[src/rtl/zc_pkg.sv]
package zc_pkg;
  localparam int STAT_W = 32;
  localparam int N_PH   = 3;
  localparam int N_CH   = 2 * N_PH;
  localparam int V_BASE = 9;
  localparam int I_BASE = 12;

  // status bit owned by channel k (0..2 voltage, 3..5 current)
  function automatic int chan_bit(input int k);
    return (k < N_PH) ? (V_BASE + k) : (I_BASE + k - N_PH);
  endfunction

  function automatic logic [STAT_W-1:0] impl_mask();
    logic [STAT_W-1:0] m;
    m = '0;
    for (int k = 0; k < N_CH; k++) m[chan_bit(k)] = 1'b1;
    return m;
  endfunction
endpackage

[src/rtl/zc_chan.sv]
module zc_chan #(
  parameter int SW    = 24,
  parameter bit GATED = 1'b1
) (
  input  logic          clk,
  input  logic          rst_n,
  input  logic          valid,
  input  logic [SW-1:0] smp,
  input  logic [SW-1:0] thr,
  output logic          xing,
  output logic          gate_ok,
  output logic          evt
);
  logic          primed_q;
  logic          sgn_q;
  logic [SW-1:0] pk_q;
  logic [SW-1:0] mag_w;
  logic          cmp_w;

  function automatic logic [SW-1:0] mag_of(input logic [SW-1:0] x);
    logic [SW-1:0] r;
    r = x[SW-1] ? (~x + 1'b1) : x;
    return r;
  endfunction

  assign mag_w   = mag_of(smp);
  assign cmp_w   = (pk_q >= thr);
  assign xing    = valid & primed_q & (smp[SW-1] != sgn_q);
  assign gate_ok = GATED ? cmp_w : 1'b1;
  assign evt     = xing & gate_ok;

  always_ff @(posedge clk) begin
    if (!rst_n) begin
      primed_q <= 1'b0;
      sgn_q    <= 1'b0;
      pk_q     <= '0;
    end else if (valid) begin
      if (!primed_q || (smp[SW-1] != sgn_q)) begin
        primed_q <= 1'b1;
        sgn_q    <= smp[SW-1];
        pk_q     <= mag_w;
      end else if (mag_w > pk_q) begin
        pk_q <= mag_w;
      end
    end
  end
endmodule

[src/rtl/zc_flags.sv]
module zc_flags
  import zc_pkg::*;
(
  input  logic              clk,
  input  logic              rst_n,
  input  logic [STAT_W-1:0] set_vec,
  input  logic              wr_en,
  input  logic              wr_sel,
  input  logic [STAT_W-1:0] wr_data,
  output logic [STAT_W-1:0] status,
  output logic [STAT_W-1:0] mask,
  output logic [STAT_W-1:0] clr_vec,
  output logic [STAT_W-1:0] keep_vec,
  output logic              irq_n
);
  localparam logic [STAT_W-1:0] IMPL = impl_mask();

  logic [STAT_W-1:0] stat_q;
  logic [STAT_W-1:0] mask_q;

  assign clr_vec  = (wr_en && !wr_sel) ? (wr_data & IMPL) : '0;
  assign keep_vec = stat_q & ~clr_vec;

  always_ff @(posedge clk) begin
    if (!rst_n) begin
      stat_q <= '0;
      mask_q <= '0;
    end else begin
      stat_q <= (keep_vec | set_vec) & IMPL;
      if (wr_en && wr_sel) mask_q <= wr_data & IMPL;
    end
  end

  assign status = stat_q;
  assign mask   = mask_q;
  assign irq_n  = ~|(stat_q & mask_q);
endmodule

[src/rtl/zc_monitor.sv]
module zc_monitor
  import zc_pkg::*;
#(
  parameter int SW = 24
) (
  input  logic              clk,
  input  logic              rst_n,
  input  logic              smp_valid,
  input  logic [SW-1:0]     v_a,
  input  logic [SW-1:0]     v_b,
  input  logic [SW-1:0]     v_c,
  input  logic [SW-1:0]     i_a,
  input  logic [SW-1:0]     i_b,
  input  logic [SW-1:0]     i_c,
  input  logic [SW-1:0]     full_scale,
  input  logic              wr_en,
  input  logic              wr_sel,
  input  logic [STAT_W-1:0] wr_data,
  output logic [STAT_W-1:0] status,
  output logic [STAT_W-1:0] mask,
  output logic              irq_n
);
  function automatic logic [SW-1:0] tenth(input logic [SW-1:0] fs);
    return fs / 10;
  endfunction

  logic [SW-1:0]     smp_arr [N_CH];
  logic [SW-1:0]     thr_w;
  logic [N_CH-1:0]   xing_vec;
  logic [N_CH-1:0]   gate_ok_vec;
  logic [N_CH-1:0]   evt_vec;
  logic [STAT_W-1:0] set_vec;
  logic [STAT_W-1:0] clr_vec;
  logic [STAT_W-1:0] keep_vec;

  assign thr_w      = tenth(full_scale);
  assign smp_arr[0] = v_a;
  assign smp_arr[1] = v_b;
  assign smp_arr[2] = v_c;
  assign smp_arr[3] = i_a;
  assign smp_arr[4] = i_b;
  assign smp_arr[5] = i_c;

  for (genvar k = 0; k < N_CH; k++) begin : g_ch
    zc_chan #(.SW(SW), .GATED(k < N_PH)) u_ch (
      .clk     (clk),
      .rst_n   (rst_n),
      .valid   (smp_valid),
      .smp     (smp_arr[k]),
      .thr     (thr_w),
      .xing    (xing_vec[k]),
      .gate_ok (gate_ok_vec[k]),
      .evt     (evt_vec[k])
    );
  end

  always_comb begin
    set_vec = '0;
    for (int k = 0; k < N_CH; k++) set_vec[chan_bit(k)] = evt_vec[k];
  end

  zc_flags u_flags (
    .clk      (clk),
    .rst_n    (rst_n),
    .set_vec  (set_vec),
    .wr_en    (wr_en),
    .wr_sel   (wr_sel),
    .wr_data  (wr_data),
    .status   (status),
    .mask     (mask),
    .clr_vec  (clr_vec),
    .keep_vec (keep_vec),
    .irq_n    (irq_n)
  );
endmodule

[config.mk]
export PLATFORM = sky130hd
export DESIGN_NAME = zc_monitor
export DESIGN_NICKNAME = d
export VERILOG_FILES = /design/src/rtl/zc_pkg.sv /design/src/rtl/zc_chan.sv /design/src/rtl/zc_flags.sv /design/src/rtl/zc_monitor.sv
export SDC_FILE = /design/constraint.sdc
export NUM_CORES = 1
export LEC_CHECK = 0
export ABC_CLOCK_PERIOD_IN_PS = 7600
export BUFFER_PORTS_ARGS = -buffer_cell sky130_fd_sc_hd__buf_2
export CAP_MARGIN = 20
export CORE_MARGIN = 2
export CORE_UTILIZATION = 39
export DETAILED_ROUTE_END_ITERATION = 8
export SLEW_MARGIN = 5
export SYNTH_ARGS = -nofsm -noshare
export SYNTH_HDL_FRONTEND = slang
export SYNTH_HIERARCHICAL = 1
export SYNTH_SLANG_ARGS = --single-unit
export TNS_END_PERCENT = 30
[constraint.sdc]
create_clock -name clk -period 7.6 [get_ports clk]
set_clock_uncertainty 0.2 [all_clocks]
set_input_delay 0.38 -clock clk [delete_from_list [all_inputs] [get_ports clk]]
set_output_delay 0.38 -clock clk [all_outputs]
set_load 0.02 [all_outputs]
==> run summary, run 1 <==
RSZ-0062 raised after global routing: yes
Max-cap viol count: 0
P_leak: 7.22 nW
CP required: 7.65 ns
Post-layout nets: 2291
Synth Cell Area: 13100 um2
Routed via count: 12900
Cells after Synth: 1692
Vias in the first global route: 12300
Hold slack: 0.0857 ns
Row cnt: 67
Hold Path Origin: v_c[0]
Max-slew violation count: 0
CTS sink cnt: 96
R2r worst-path depth: 8
Failing checks: negative setup slack
Total die area: 35100 um2
CTS Buf Count: 9
Hold Buf Count CTS: 0
Clock network latency to the later pin of the worst-skew pair: 0.36 ns
Hold Crit Class: in -> reg
Placer Congestion: 0.877
Vias per inst: 5.37
Multi-input gate area in the final layout: 10500 um2
Final core occ: 0.483
Nature of the critical path startpoint: primary input
Most frequent cells in the layout: nand2_1, buf_4, inv_1, ha_1, buf_2
Sw frac: 0.445
CP dominant cell by count: buf_4
Storage element area: 1920 um2
Post-DR wirelength/cell: 15.3 um
Worst Hold End: g_ch[2].u_ch/pk_q[0]
Slowest Stage Delay on Critical Path: 0.43 ns
Worst VDD drop: 0.119 mV
Dpl cell area: 15000 um2
CTS tree: built
Min Clock Period, post-route: 8.42 ns
Most common cell after layout, fill and taps aside: nand2_1
RR Startpoint: g_ch[2].u_ch/pk_q[22]
Final setup fails: 3
Fin area: 16100 um2
Place WS: -1.55 ns
WS Path Type: in -> reg
Pre-Repair DR Iteration Count: 5
Worst path slowest cell: or3_4
Clock power share: 0.138
Starting Density: 0.394
CTS Root Cell: clkbuf_16
CP Data Arrival Time: 8.47 ns
Largest net degree at the start of global routing: 94
Total gr overflow: 0
Iteration-0 DRC count of the detailed router: 697
Die Height: 187 um
Core Region: 33300 um2
Relative slew slack: 0.307
Max Buffers Root-to-Sink: 2
Hold path depth: 3
Layout fillers: 3357
Cell Int Power: 1.84 mW
Io pins: 270
Drt total wl: 36600 um
Logic pwr share: 0.688
Setup TNS: -2.39 ns
Placed cells: 2337
Clock transition at path regs: 0.08 ns
Total power draw: 3.32 mW
Worst slew pin tran: 1.04 ns
CP Capture Type: flip-flop
Share of cells above drive strength 1: 0.266
P&R area growth vs syn: 22.8%
Avg Inst Size Synth: 7.74 um2
Status: finished with violations
Fin. Hold Viols: 0
R2r endpoint: g_ch[2].u_ch/pk_q[23]
Die width: 187 um
HPWL after DPL: 28600 um
Net switching power: 1.48 mW
Pwr Density: 207 nW/um2
PnR worst setup slack: -0.822 ns
Tot GR Track Use: 0.205
Critical path fanouts, max: 8
Max Fclk: 119 MHz
Antenna Violating Nets Remaining: 0
Final std cells w/o fill: 2393
Reg power frac: 0.174
Final Cycle Share: 1.11
R2R Setup Slk: 4.56 ns
Synth warnings: 6
Port bufs: 121
Antenna violations before repair: 1
# H-tree levels: 3
First-pass GRT wire length: 60200 um
DRC viols: 0
==> worst max-delay path: cells and delay by family <==
family,cells,cell delay [ns]
mux,2,0.35
fa+ha+maj,1,0.20
buf+inv,14,2.08
compound gates,19,3.76
simple gates,11,1.70
==> power by group through the flow <==
stage | Combinational, mW | Sequential, mW | Clock [mW]
after floorplan | 1.36 | 0.580 | 0
after global placement | 1.96 | 0.587 | 0
after detailed placement | 1.99 | 0.588 | 0
after CTS | 2.21 | 0.577 | 0.473
after global routing | 2.52 | 0.583 | 0.493
final | 2.29 | 0.577 | 0.459
==> sequential cells by signal (all words and copies together), names as in the netlist <==
register and flops:
g_ch.u_ch/pk_q 72, g_ch.u_ch/primed_q 6, u_flags/status 6, u_flags/mask 6, g_ch.u_ch/sgn_q 6
==> cell type report <==
class,count,area share
repair buffers,306,0.130
clock inverters,7,0.00373
clock buffers,9,0.0140
flip-flops and latches,96,0.120
well taps,448,0.0349
inverters,178,0.0417
multi-input cells,1348,0.656
diodes,1,0.000156
==> layer usage <==
layer | up-vias | track usage | wire (um)
li1 | 6516 | - | -
met1 | 6015 | 0.270 | 17200
met2 | 279 | 0.351 | 17200
met3 | 49 | 0.0205 | 1340
met4 | 0 | 0.0653 | 807
met5 | - | 0 | 0
==> how the worst max path moves through the flow <==
| stage | endpoint | startpoint | cells past startpoint | slack [ns] |
|---|---|---|---|---|
| floorplan | u_flags/status[10] | full_scale[18] | 38 | -0.34 |
| global placement | u_flags/status[10] | full_scale[19] | 40 | -1.45 |
| detailed placement | u_flags/status[10] | full_scale[19] | 37 | -1.55 |
| CTS | u_flags/status[10] | full_scale[18] | 44 | -0.71 |
| global route | u_flags/status[11] | full_scale[19] | 46 | -1.17 |
| finish | u_flags/status[10] | full_scale[19] | 47 | -0.82 |
==> repair_timing <==
item | CTS | global route
gates cloned | 0 | 0
endpoints found under the setup margin | 3 | 3
setup buffers | 37 | 3
resized for setup | 94 | 19
pin swaps | 71 | 17
(Power assumes the default switching activity.)
==> inputs of run 2 (changes only) <==
ABC_CLOCK_PERIOD_IN_PS = 9700   (was 7600)
clock period = 9.7 ns   (was 7.6 ns; I/O delays follow)
==> run summary, run 2 (synthesis results as in run 1) <==
Critical path fanouts, max: 14 (was 8)
CTS tree: built (unchanged)
Placer Congestion: 0.888 (was 0.877)
Hold Path Origin: v_c[0] (unchanged)
Setup TNS: 0 ns (was -2.39 ns)
Worst path slowest cell: o311a_1 (was or3_4)
CP dominant cell by count: a21oi_1 (was buf_4)
Row cnt: 67 (unchanged)
PnR worst setup slack: 0.679 ns (was -0.822 ns)
# H-tree levels: 3 (unchanged)
Vias in the first global route: 11300 (was 12300)
Most frequent cells in the layout: nand2_1, inv_1, ha_1, buf_2, dfxtp_1 (was nand2_1, buf_4, inv_1, ha_1, buf_2)
Max-slew violation count: 0 (unchanged)
Final core occ: 0.436 (was 0.483)
Worst Hold End: g_ch[2].u_ch/pk_q[0] (unchanged)
Place WS: 0.204 ns (was -1.55 ns)
R2r endpoint: g_ch[2].u_ch/pk_q[16] (was g_ch[2].u_ch/pk_q[23])
Nature of the critical path startpoint: primary input (unchanged)
Antenna violations before repair: 0 (was 1)
Final setup fails: 0 (was 3)
RSZ-0062 raised after global routing: no (was yes)
Clock network latency to the later pin of the worst-skew pair: 0.36 ns (about the same)
WS Path Type: in -> reg (unchanged)
CTS Buf Count: 9 (unchanged)
Core Region: 33300 um2 (unchanged)
CP required: 9.76 ns (was 7.65 ns)
Slowest Stage Delay on Critical Path: 0.45 ns (was 0.43 ns)
Largest Register: g_ch.u_ch/pk_q (unchanged)
Share of cells above drive strength 1: 0.177 (was 0.266)
Status: complete, no violations (was finished with violations)
Tot GR Track Use: 0.189 (was 0.205)
Pwr Density: 157 nW/um2 (was 207 nW/um2)
Post-layout nets: 2172 (was 2291)
HPWL after DPL: 26700 um (was 28600 um)
Antenna Violating Nets Remaining: 0 (unchanged)
Max Buffers Root-to-Sink: 2 (unchanged)
Port bufs: 121 (unchanged)
Max Fclk: 111 MHz
Fin area: 14500 um2 (was 16100 um2)
Drt total wl: 33700 um (was 36600 um)
RR Startpoint: g_ch[2].u_ch/pk_q[22] (unchanged)
Max-cap viol count: 0 (unchanged)
CTS sink cnt: 96 (unchanged)
Worst VDD drop: 0.0923 mV (was 0.119 mV)
CP Data Arrival Time: 9.08 ns (was 8.47 ns)
Diodes inserted: 0 (was 1)
CTS Root Cell: clkbuf_16 (unchanged)
Dpl cell area: 14200 um2 (was 15000 um2)
Fin. Hold Viols: 0 (unchanged)
Die Height: 187 um (unchanged)
Total die area: 35100 um2 (unchanged)
P_leak: 6.47 nW (was 7.22 nW)
Starting Density: 0.394 (unchanged)
P&R area growth vs syn: 10.7% (was 22.8%)
Total power draw: 2.27 mW (was 3.32 mW)
Die width: 187 um (unchanged)
Post-DR wirelength/cell: 14.8 um (was 15.3 um)
Routed via count: 12200 (was 12900)
Most common cell after layout, fill and taps aside: nand2_1 (unchanged)
R2r worst-path depth: 8 (unchanged)
Largest net degree at the start of global routing: 105 (was 94)
Hold path depth: 3 (unchanged)
R2R Setup Slk: 6.66 ns (was 4.56 ns)
Critical Path Start: full_scale[19] (unchanged)
Clock transition at path regs: 0.08 ns (about the same)
Pre-Repair DR Iteration Count: 5 (unchanged)
Final Cycle Share: 0.930
Min Clock Period, post-route: 9.02 ns
Vias per inst: 5.35 (was 5.37)
Iteration-0 DRC count of the detailed router: 738 (was 697)
Relative slew slack: 0.282 (was 0.307)
DRC viols: 0 (unchanged)
Total gr overflow: 0 (unchanged)
Io pins: 270 (unchanged)
CP Capture Type: flip-flop (unchanged)
Worst slew pin tran: 1.08 ns (was 1.04 ns)
Max FFs per register: 72 (unchanged)
Hold Crit Class: in -> reg (unchanged)
First-pass GRT wire length: 56000 um (was 60200 um)
-- run 2: metrics by stage --
step                      hold slack (ns)  instances
final                               0.204       2273
after global routing                0.207       2273
after CTS                           0.191       2272
after detailed placement            0.247       2256
after global placement              0.238       2256
after floorplan                     0.232       1751
-- run 2: worst max path at each step --
stage / to / slack [ns]
after floorplan: u_flags/status[10] / 1.58
after global placement: u_flags/status[10] / 0.24
after detailed placement: u_flags/status[10] / 0.20
after CTS: u_flags/status[10] / 0.59
after global routing: u_flags/status[10] / 0.03
final: u_flags/status[10] / 0.68
-- run 2: power by group --
part           leakage [nW]  switching (mW)  total (mW)  internal (mW)
clock network         0.145           0.183       0.365          0.182
logic                  5.53           0.824        1.45          0.630
registers             0.791          0.0264       0.452          0.425
-- run 2: final cells by class --
class                           instances  area (um2)
Sequential cell                        96        1920
Clock inverter                          7        66.3
Tap cell                              448         561
Inverter                              178         671
Clock buffer                            9         225
Timing Repair Buffer                  187        1120
Multi-Input combinational cell       1348        9940
Fill cell                            3419       18800
-- run 2: what timing repair did --
item | CTS | global route
hold buffers | 0 | 0
setup endpoints to repair | 0 | 2
buffers inserted | 0 | 1
gates resized for setup | 0 | 7
-- run 2: metal layers --
layer,part of all wire,vias to the layer above,GRT usage
li1,-,6262,-
met1,0.49,5646,0.259
met2,0.47,230,0.322
met3,0.033,27,0.0156
met4,0.013,0,0.0449
met5,0,-,0
-- run 2: worst max-delay path, delay by kind of cell --
family,cells,cell delay (ns)
compound gates,22,5.58
fa+ha+maj,2,0.60
buf+inv,3,0.46
simple gates,9,1.92
==> inputs of run 3 (changes only) <==
CORE_UTILIZATION = 45   (was 39)
PLACE_DENSITY = 0.67   (was unset)
==> run summary, run 3 (synthesis results as in run 1) <==
Max-cap viol count: 0 (unchanged)
Port bufs: 121 (unchanged)
WS Path Type: in -> reg (unchanged)
Hold Buf Count CTS: 0 (unchanged)
Row cnt: 62 (was 67)
Hold path depth: 3 (unchanged)
Largest Register: g_ch.u_ch/pk_q (unchanged)
Fin. Hold Viols: 0 (unchanged)
Most Crowded Layer GR: met2 (unchanged)
Most common cell after layout, fill and taps aside: nand2_1 (unchanged)
Die width: 175 um (was 187 um)
Post-DR wirelength/cell: 15.3 um (was 14.8 um)
Max Buffers Root-to-Sink: 2 (unchanged)
Pre-Repair DR Iteration Count: 5 (unchanged)
Worst path slowest cell: a2111oi_0 (was o311a_1)
Largest net degree at the start of global routing: 103 (was 105)
Vias per inst: 5.62 (was 5.35)
Max FFs per register: 72 (unchanged)
Relative slew slack: 0.227 (was 0.282)
Slowest Stage Delay on Critical Path: 0.60 ns (was 0.45 ns)
Hold Path Origin: v_a[0] (was v_c[0])
CTS Buf Count: 9 (unchanged)
Most frequent cells in the layout: nand2_1, inv_1, ha_1, buf_2, dfxtp_1 (unchanged)
Placer Congestion: 0.892 (was 0.888)
Antenna Violating Nets Remaining: 0 (unchanged)
Final Cycle Share: 0.936 (was 0.930)
Vias in the first global route: 11500 (was 11300)
Setup Buffers After CTS: 0 (unchanged)
Nature of the critical path startpoint: primary input (unchanged)
Pwr Density: 158 nW/um2 (was 157 nW/um2)
CTS sink cnt: 96 (unchanged)
PnR worst setup slack: 0.617 ns (was 0.679 ns)
Routed via count: 12300 (was 12200)
Multi-input gate area in the final layout: 9930 um2 (was 9940 um2)
Clock network latency to the later pin of the worst-skew pair: 0.37 ns (was 0.36 ns)
Status: complete, no violations (unchanged)
Die Height: 175 um (was 187 um)
Worst VDD drop: 0.113 mV (was 0.0923 mV)
CTS tree: built (unchanged)
Total gr overflow: 0 (unchanged)
Grt met2 use: 0.361 (was 0.322)
CP required: 9.76 ns (about the same)
Drt total wl: 33700 um (about the same)
Critical path fanouts, max: 14 (unchanged)
Place WS: 0.197 ns (was 0.204 ns)
R2r endpoint: g_ch[1].u_ch/pk_q[6] (was g_ch[2].u_ch/pk_q[16])
CP Capture Type: flip-flop (unchanged)
CTS Root Cell: clkbuf_16 (unchanged)
Max Fclk: 110 MHz (was 111 MHz)
Met1 Use GR: 0.293 (was 0.259)
Total die area: 30500 um2 (was 35100 um2)
Min Clock Period, post-route: 9.08 ns (was 9.02 ns)
Post-layout nets: 2157 (was 2172)
R2r worst-path depth: 8 (unchanged)
# H-tree levels: 3 (unchanged)
Share of cells above drive strength 1: 0.170 (was 0.177)
Post-CTS sizing: 0 (unchanged)
Core Region: 28700 um2 (was 33300 um2)
First-pass GRT wire length: 55700 um (was 56000 um)
DRC viols: 0 (unchanged)
Storage element area: 1920 um2 (unchanged)
Hold Crit Class: in -> reg (unchanged)
Setup TNS: 0 ns (unchanged)
CP dominant cell by count: buf_4 (was a21oi_1)
Starting Density: 0.456 (was 0.394)
Tot GR Track Use: 0.217 (was 0.189)
Worst Hold End: g_ch[0].u_ch/pk_q[0] (was g_ch[2].u_ch/pk_q[0])
Worst slew pin tran: 1.15 ns (was 1.08 ns)
Layout fillers: 2867 (was 3419)
Iteration-0 DRC count of the detailed router: 830 (was 738)
Antenna violations before repair: 1 (was 0)
HPWL after DPL: 26600 um (was 26700 um)
CP Data Arrival Time: 9.15 ns (was 9.08 ns)
RSZ-0062 raised after global routing: no (unchanged)
Clock transition at path regs: 0.09 ns (was 0.08 ns)
R2R Setup Slk: 6.64 ns (was 6.66 ns)
Io pins: 270 (unchanged)
RR Startpoint: g_ch[1].u_ch/pk_q[22] (was g_ch[2].u_ch/pk_q[22])
Final setup fails: 0 (unchanged)
P_leak: 6.40 nW (was 6.47 nW)
Max-slew violation count: 0 (unchanged)
Met3 Resource Use GR: 0.0215 (was 0.0156)
P&R area growth vs syn: 9.23% (was 10.7%)
[run 3: cell types whose count changed in the layout (fill, tap and decap cells not counted), sizes merged]
cell    delta
diode      +1
inv        -1
clkinv     +1
buf       -15
[run 3: worst max path at each step]
stage                               from  slack [ns]                 end
final                     full_scale[19]        0.62   u_flags/status[9]
after global placement    full_scale[19]        0.28  u_flags/status[10]
after global routing      full_scale[19]        0.02  u_flags/status[10]
after floorplan           full_scale[18]        1.58  u_flags/status[10]
after CTS                 full_scale[19]        0.54   u_flags/status[9]
after detailed placement  full_scale[19]        0.20   u_flags/status[9]
[run 3: critical path, delay by kind of cell]
family,cells,cell delay (ns)
AO/OA/AOI/OAI,25,5.98
buffers and inverters,5,0.98
AND/OR/NAND/NOR,8,1.38
adder cells (fa/ha/maj),1,0.28
[run 3: cell type report]
type                       count  share of cell area
clock buffer                   9              0.0157
inverter                     178              0.0469
timing repair buffer         172              0.0693
multi-input combinational   1348               0.694
sequential                    96               0.134
clock inverter                 7             0.00621
tap                          384              0.0336
antenna                        1            0.000175
[run 3: metrics by stage]
step,area (um2),power (mW),util,hold WS [ns],instances
after CTS,14300,2.26,0.498,0.175,2194
after global placement,14000,1.83,0.487,0.241,2178
after detailed placement,14000,1.86,0.487,0.247,2178
final,14300,2.26,0.498,0.186,2195
after global routing,14300,2.46,0.498,0.190,2195
after floorplan,13300,1.48,-,0.232,1751
[run 3: per-layer routing]
layer  vias to the layer above  wire length [um]
met2                       260             15700
met5                         -                 0
met4                         0              1020
met3                        66              1190
li1                       6237                 -
met1                      5763             15800
[run 3: power by group]
| part | internal [mW] | switching (mW) | leakage [nW] |
|---|---|---|---|
| sequential | 0.425 | 0.0267 | 0.791 |
| clock | 0.188 | 0.205 | 0.153 |
| combinational | 0.590 | 0.830 | 5.46 |
| total | 1.20 | 1.06 | 6.40 |
